$ cat config.mk
export PLATFORM = sky130hd
export DESIGN_NAME = iter_divider
export DESIGN_NICKNAME = d
export VERILOG_FILES = /design/src/rtl/div_pkg.sv /design/src/rtl/div_operand_prep.sv /design/src/rtl/div_step_unit.sv /design/src/rtl/div_sequencer.sv /design/src/rtl/iter_divider.sv
export SDC_FILE = /design/constraint.sdc
export NUM_CORES = 1
export LEC_CHECK = 0
export BUFFER_PORTS_ARGS = -buffer_cell sky130_fd_sc_hd__buf_2
export CORE_ASPECT_RATIO = 1.75
export CORE_UTILIZATION = 58
export CTS_CLUSTER_DIAMETER = 30
export DETAILED_ROUTE_END_ITERATION = 10
export GPL_TIMING_DRIVEN = 0
export PLACE_DENSITY = 0.84
export SYNTH_ARGS = -nofsm -noshare
export SYNTH_HDL_FRONTEND = slang
export SYNTH_SLANG_ARGS = --single-unit
export TNS_END_PERCENT = 1
$ cat constraint.sdc
create_clock -name clk -period 3.21 [get_ports clk]
set_input_delay 0.1605 -clock clk [delete_from_list [all_inputs] [get_ports clk]]
set_output_delay 0.1605 -clock clk [all_outputs]
set_load 0.02 [all_outputs]
$ cat src/rtl/div_pkg.sv
package div_pkg;
  localparam int DIV_WIDTH   = 32;
  localparam int DIV_LATENCY = 38;

  typedef enum logic {
    MODE_SIGNED   = 1'b0,
    MODE_UNSIGNED = 1'b1
  } div_mode_e;
endpackage

$ cat src/rtl/div_operand_prep.sv
module div_operand_prep #(
  parameter int WIDTH = div_pkg::DIV_WIDTH
) (
  input  logic [WIDTH-1:0] num_i,
  input  logic [WIDTH-1:0] den_i,
  input  logic             mode_i,
  output logic [WIDTH-1:0] num_mag_o,
  output logic [WIDTH-1:0] den_mag_o,
  output logic             flip_quo_o,
  output logic             flip_rem_o
);
  import div_pkg::*;

  function automatic logic [WIDTH-1:0] magnitude(input logic [WIDTH-1:0] v, input logic neg);
    return neg ? (~v + 1'b1) : v;
  endfunction

  logic num_neg, den_neg, den_zero;

  always_comb begin
    num_neg    = (div_mode_e'(mode_i) == MODE_SIGNED) && num_i[WIDTH-1];
    den_neg    = (div_mode_e'(mode_i) == MODE_SIGNED) && den_i[WIDTH-1];
    den_zero   = (den_i == '0);
    num_mag_o  = magnitude(num_i, num_neg);
    den_mag_o  = magnitude(den_i, den_neg);
    flip_quo_o = (num_neg ^ den_neg) && !den_zero;
    flip_rem_o = num_neg;
  end
endmodule

$ cat src/rtl/div_step_unit.sv
module div_step_unit #(
  parameter int WIDTH = div_pkg::DIV_WIDTH
) (
  input  logic [WIDTH-1:0] part_i,
  input  logic [WIDTH-1:0] quo_i,
  input  logic [WIDTH-1:0] den_i,
  output logic [WIDTH-1:0] part_o,
  output logic [WIDTH-1:0] quo_o
);
  localparam int EXT_W = WIDTH + 1;

  function automatic logic [EXT_W-1:0] trial_sub(input logic [EXT_W-1:0] shifted,
                                                 input logic [WIDTH-1:0] den);
    return shifted - {1'b0, den};
  endfunction

  logic [EXT_W-1:0] shifted, diff;
  logic             fits;

  always_comb begin
    shifted = {part_i, quo_i[WIDTH-1]};
    diff    = trial_sub(shifted, den_i);
    fits    = !diff[EXT_W-1];
    part_o  = fits ? diff[WIDTH-1:0] : shifted[WIDTH-1:0];
    quo_o   = {quo_i[WIDTH-2:0], fits};
  end
endmodule

$ cat src/rtl/div_sequencer.sv
module div_sequencer #(
  parameter int ITERS   = div_pkg::DIV_WIDTH,
  parameter int LATENCY = div_pkg::DIV_LATENCY
) (
  input  logic clk,
  input  logic rst_n,
  input  logic start_i,
  output logic busy_o,
  output logic done_o,
  output logic accept_o,
  output logic iter_o,
  output logic finish_o
);
  localparam int CNT_W = $clog2(LATENCY + 1);

  logic [CNT_W-1:0] cnt;

  always_comb begin
    accept_o = start_i && !busy_o;
    iter_o   = busy_o && (cnt < CNT_W'(ITERS));
    finish_o = busy_o && (cnt == CNT_W'(LATENCY - 1));
  end

  always_ff @(posedge clk) begin
    if (!rst_n) begin
      busy_o <= 1'b0;
      done_o <= 1'b0;
      cnt    <= '0;
    end else begin
      done_o <= finish_o;
      if (accept_o) begin
        busy_o <= 1'b1;
        cnt    <= '0;
      end else if (finish_o) begin
        busy_o <= 1'b0;
      end else if (busy_o) begin
        cnt <= cnt + 1'b1;
      end
    end
  end
endmodule

$ cat src/rtl/iter_divider.sv
module iter_divider #(
  parameter int WIDTH   = div_pkg::DIV_WIDTH,
  parameter int LATENCY = div_pkg::DIV_LATENCY
) (
  input  logic             clk,
  input  logic             rst_n,
  input  logic             start,
  input  logic             is_unsigned,
  input  logic [WIDTH-1:0] dividend,
  input  logic [WIDTH-1:0] divisor,
  output logic             busy,
  output logic             done,
  output logic [WIDTH-1:0] hi_out,
  output logic [WIDTH-1:0] lo_out
);
  function automatic logic [WIDTH-1:0] apply_sign(input logic [WIDTH-1:0] v, input logic neg);
    return neg ? (~v + 1'b1) : v;
  endfunction

  logic             accept, iter_en, finish;
  logic [WIDTH-1:0] num_mag, den_mag;
  logic             flip_q_in, flip_r_in;
  logic [WIDTH-1:0] part_q, quo_q, den_q;
  logic             flip_q, flip_r;
  logic [WIDTH-1:0] part_nx, quo_nx;

  div_sequencer #(.ITERS(WIDTH), .LATENCY(LATENCY)) u_seq (
    .clk      (clk),
    .rst_n    (rst_n),
    .start_i  (start),
    .busy_o   (busy),
    .done_o   (done),
    .accept_o (accept),
    .iter_o   (iter_en),
    .finish_o (finish)
  );

  div_operand_prep #(.WIDTH(WIDTH)) u_prep (
    .num_i      (dividend),
    .den_i      (divisor),
    .mode_i     (is_unsigned),
    .num_mag_o  (num_mag),
    .den_mag_o  (den_mag),
    .flip_quo_o (flip_q_in),
    .flip_rem_o (flip_r_in)
  );

  div_step_unit #(.WIDTH(WIDTH)) u_step (
    .part_i (part_q),
    .quo_i  (quo_q),
    .den_i  (den_q),
    .part_o (part_nx),
    .quo_o  (quo_nx)
  );

  always_ff @(posedge clk) begin
    if (!rst_n) begin
      part_q <= '0;
      quo_q  <= '0;
      den_q  <= '0;
      flip_q <= 1'b0;
      flip_r <= 1'b0;
      hi_out <= '0;
      lo_out <= '0;
    end else begin
      if (accept) begin
        part_q <= '0;
        quo_q  <= num_mag;
        den_q  <= den_mag;
        flip_q <= flip_q_in;
        flip_r <= flip_r_in;
      end else if (iter_en) begin
        part_q <= part_nx;
        quo_q  <= quo_nx;
      end
      if (finish) begin
        lo_out <= apply_sign(quo_q, flip_q);
        hi_out <= apply_sign(part_q, flip_r);
      end
    end
  end
endmodule

==> summary.md <==
### Synth
- **Post-Synth Adder-Cell Area** 4.43%
- **post-synth design cell area** 11200 µm²
- **area fraction in compound gates after synthesis** 28.0%
- **synthesized flop and latch total** 170
- **Synth cell types** 80
- **sequential fraction of the synthesis area** 30.4%
- **Synth Net Count** 1490
- **Yosys top cell area share** 30.4%
- **number of warnings printed during yosys synthesis** 0
- **cell type with the highest aggregate area in the netlist** sky130_fd_sc_hd__dfxtp_1
- **Avg Cell Area, Syn** 8.10 µm²
- **count of flip-flops with a built-in enable after synthesis** 0
- **Area contributors post-synth** sky130_fd_sc_hd__dfxtp_1 (30%), sky130_fd_sc_hd__xor2_1 (7.0%), sky130_fd_sc_hd__o211a_1 (6.3%)
- **gate count of the mapped netlist** 1383
- **share of cell area taken by muxes after synthesis** 2.06%
- **largest family of logic cells by synthesized area** compound AO/OA/AOI/OAI gates
- **Synth Area in Simple Gates** 19.1%
- **post-synthesis share of cell area spent on xor and xnor gates** 10.9%
- **Primary FF master, synth** sky130_fd_sc_hd__dfxtp_1
- **async set or reset register ratio after synthesis** 0%

### Power
- **maximum vdd ir drop** 0.469 mV
- **Pwr per Cell Area** 496 nW/µm²
- **Pwr Total** 6.38 mW
- **leakage power of the design** 5.94 nW

### Route
- **Iter 0 DRT Violations** 746
- **wire per inst** 20.0 µm
- **via count** 11300
- **first-pass iteration count of the detailed router** 6
- **Post-DRT Antenna Nets** 0
- **number of vias per cell after detailed routing** 6.35
- **wire length after detailed routing** 35.7 mm
- **DRC errors left** 0

### Min path
- **Hold Crit Class** input pin to flip-flop

### Floorplan
- **initial core utilization** 59.7%
- **core area** 18700 µm²
- **area of the die** 19900 µm²
- **I/O pin total** 134
- **chip height** 186 µm
- **die width** 107 µm
- **num rows** 66

### STA
- **Max Transition Viols Final** 0
- **minimum period implied by the final worst setup slack** 3.16 ns
- **unrepaired setup endpoints after global routing** true
- **relative max-transition margin** 41.3%
- **Final Hold Vio Count** 0
- **final-report setup violation count** 0
- **clock skew** 0.00842 ns
- **final-layout setup total negative slack** 0 ns
- **worst setup margin** 0.0484 ns
- **Final period util** 98.5%
- **actual transition at the worst max-transition pin** 0.868 ns
- **f_max** 0.316 GHz

### Final layout
- **number of non-filler instances in the completed layout** 1785
- **Ant. Diodes** 0
- **post-route core utilization** 68.5%
- **final net count** 1642
- **ratio of cells with drive above 1 in the final layout** 14.9%
- **synth-to-layout area growth** 14.8%

### Worst setup path
- **maximum single-stage delay on the critical path** 0.42 ns
- **CP Buf/Inv Count** 1
- **maximum fanout encountered on the critical timing path** 10
- **critical-path cell list** ha_1, clkbuf_1, nand4_1, nor4_1, o2111ai_1, a31o_2, a21boi_0, or4b_1, and3b_1, a21oi_1
- **Worst setup EP type** flip-flop
- **crit path DAT** 3.45 ns
- **Largest delay share family, worst path** compound AO/OA/AOI/OAI gates
- **kind of start point of the critical path** flip-flop
- **worst endpoint required time** 3.50 ns
- **worst-path cell with the longest stage delay** sky130_fd_sc_hd__dfxtp_1
- **classification of the worst setup path** flip-flop to flip-flop

### GRT
- **overall fraction of global-route tracks in use** 36.0%
- **wire length of the first global-routing pass** 54.7 mm
- **maximum number of pins on one net before global-route repair** 17
- **antenna violations before repair** 0
- **GR Overflow Total** 0
- **number of global-route vias before repair** 11100

### Clock tree
- **clock root buffer master** sky130_fd_sc_hd__clkbuf_16
- **number of clock buffers inserted by TritonCTS** 17
- **number of sinks handled by clock tree synthesis** 170
- **CTS clk-pin slew, worst paths** 0.07 ns
- **CTS tree** built
- **H-Tree Level Count** 4
- **clock network latency to the later pin of the worst-skew pair** 0.43 ns
- **maximum buffer depth of the clock tree** 2

### Placement
- **DP Cell Count** 1753
- **input/output buffers** 132
- **post-placement worst setup slack** -0.399 ns
- **HPWL after detailed placement** 27.5 mm
- **placer's final routability congestion estimate** 0.990

### Flow run
- **number of maximum-capacitance constraint violations** 0

### Outcome
- **run status** finished clean

-- cell families (layout without fill, tap and decap cells) --
logic type,Yosys count,in the layout
xor gates and xnor gates,139,139
DFF,170,170
buffers and inverters,149,313
muxes,23,23
AOI/OAI and AO/OA,448,448
adders and majority gates,39,39
and+or+nand+nor,415,415
-- sequential cells by signal, summed over array words and instances, names as in the netlist --
| signal | count |
|---|---|
| u_seq.busy_o | 1 |
| flip_r | 1 |
| u_seq.done_o | 1 |
| den_q | 32 |
| lo_out | 32 |
| quo_q | 32 |
| flip_q | 1 |
| part_q | 32 |
| u_seq.cnt | 6 |
| hi_out | 32 |
-- where the power goes --
group / internal [mW] / total, mW / leakage [nW] / switching, mW
clock network: 1.18 / 2.08 / 0.286 / 0.904
registers: 2.21 / 2.36 / 1.39 / 0.147
logic: 0.771 / 1.94 / 4.26 / 1.17
-- placed cells by master, fill, tap and decap left out, types with 9 or more instances in the layout --
cell type and instances:
sky130_fd_sc_hd__dfxtp_1 160, sky130_fd_sc_hd__nand2_1 154, sky130_fd_sc_hd__buf_2 138, sky130_fd_sc_hd__o21ai_0 117, sky130_fd_sc_hd__xor2_1 89, sky130_fd_sc_hd__a21oi_1 78
sky130_fd_sc_hd__clkbuf_1 74, sky130_fd_sc_hd__o211a_1 71, sky130_fd_sc_hd__inv_1 54, sky130_fd_sc_hd__nor2_1 53, sky130_fd_sc_hd__xnor2_1 50, sky130_fd_sc_hd__and2_1 38
sky130_fd_sc_hd__ha_1 35, sky130_fd_sc_hd__nand3_1 34, sky130_fd_sc_hd__a22oi_1 30, sky130_fd_sc_hd__o31ai_1 29, sky130_fd_sc_hd__mux2i_1 23, sky130_fd_sc_hd__nor3_1 19
sky130_fd_sc_hd__o21a_1 18, sky130_fd_sc_hd__clkbuf_16 17, sky130_fd_sc_hd__a21o_1 15, sky130_fd_sc_hd__nand4_1 14, sky130_fd_sc_hd__or3_1 14, sky130_fd_sc_hd__or4_1 13
sky130_fd_sc_hd__nor4_1 13, sky130_fd_sc_hd__o41ai_1 13, sky130_fd_sc_hd__or2_2 10, sky130_fd_sc_hd__nand2b_1 9, sky130_fd_sc_hd__a21boi_0 9, sky130_fd_sc_hd__dfxtp_2 9
-- Yosys cell counts, drive strengths merged, types with 38 or more instances --
cell type	instances
a21oi	81
nor2	54
nand2	154
o21ai	121
dfxtp	170
clkbuf	76
inv	55
o211a	71
xnor2	50
xor2	89
ha	38
and2	38
-- worst paths after layout --
| kind | start | end | slack, ns | cells after the start |
|---|---|---|---|---|
| setup reg to reg | part_q[15]$_SDFFE_PP0P_ | part_q[31]$_SDFFE_PP0P_ | 0.05 | 10 |
| hold reg to reg | hi_out[0]$_SDFFE_PN0P_ | hi_out[0]$_SDFFE_PN0P_ | 0.48 | 2 |
| hold / removal | divisor[7] | den_q[7]$_SDFFE_PN0P_ | 0.11 | 3 |
| setup / recovery | part_q[15]$_SDFFE_PP0P_ | part_q[31]$_SDFFE_PP0P_ | 0.05 | 10 |
-- layer usage --
layer	vias to the layer above	global-route usage (%)	routed length (µm)
met5	-	0	0
met4	0	33.9	3350
met3	177	4.97	1690
met2	488	67.0	19000
met1	5360	32.9	11700
li1	5307	-	-
-- worst min-delay path, stage by stage --
cell,delay (ns)
sky130_fd_sc_hd__buf_2,0.10
sky130_fd_sc_hd__xnor2_1,0.12
sky130_fd_sc_hd__o211a_1,0.13
-- timing repair --
item,4_1_cts,5_1_grt
endpoints found under the setup margin,33,53
hold buffers,0,0
setup buffers,2,0
pin swaps,6,4
gates resized for setup,11,24
-- area by class of cell --
type | count | area, µm²
sequential | 170 | 3420
clock inverter | 12 | 138
clock buffer | 19 | 443
fill | 1555 | 5900
buffer | 93 | 385
multi-input combinational | 1064 | 7280
tap | 238 | 298
timing repair buffer | 134 | 676
inverter | 55 | 206
-- per-stage QoR --
stage	area, µm²	hold slack, ns
CTS	12800	0.104
detailed placement	12200	0.470
floorplan	11200	0.305
global route	12800	0.117
finish	12800	0.105
global placement	12200	0.464
Note: power is estimated with default switching activity, not from simulation.
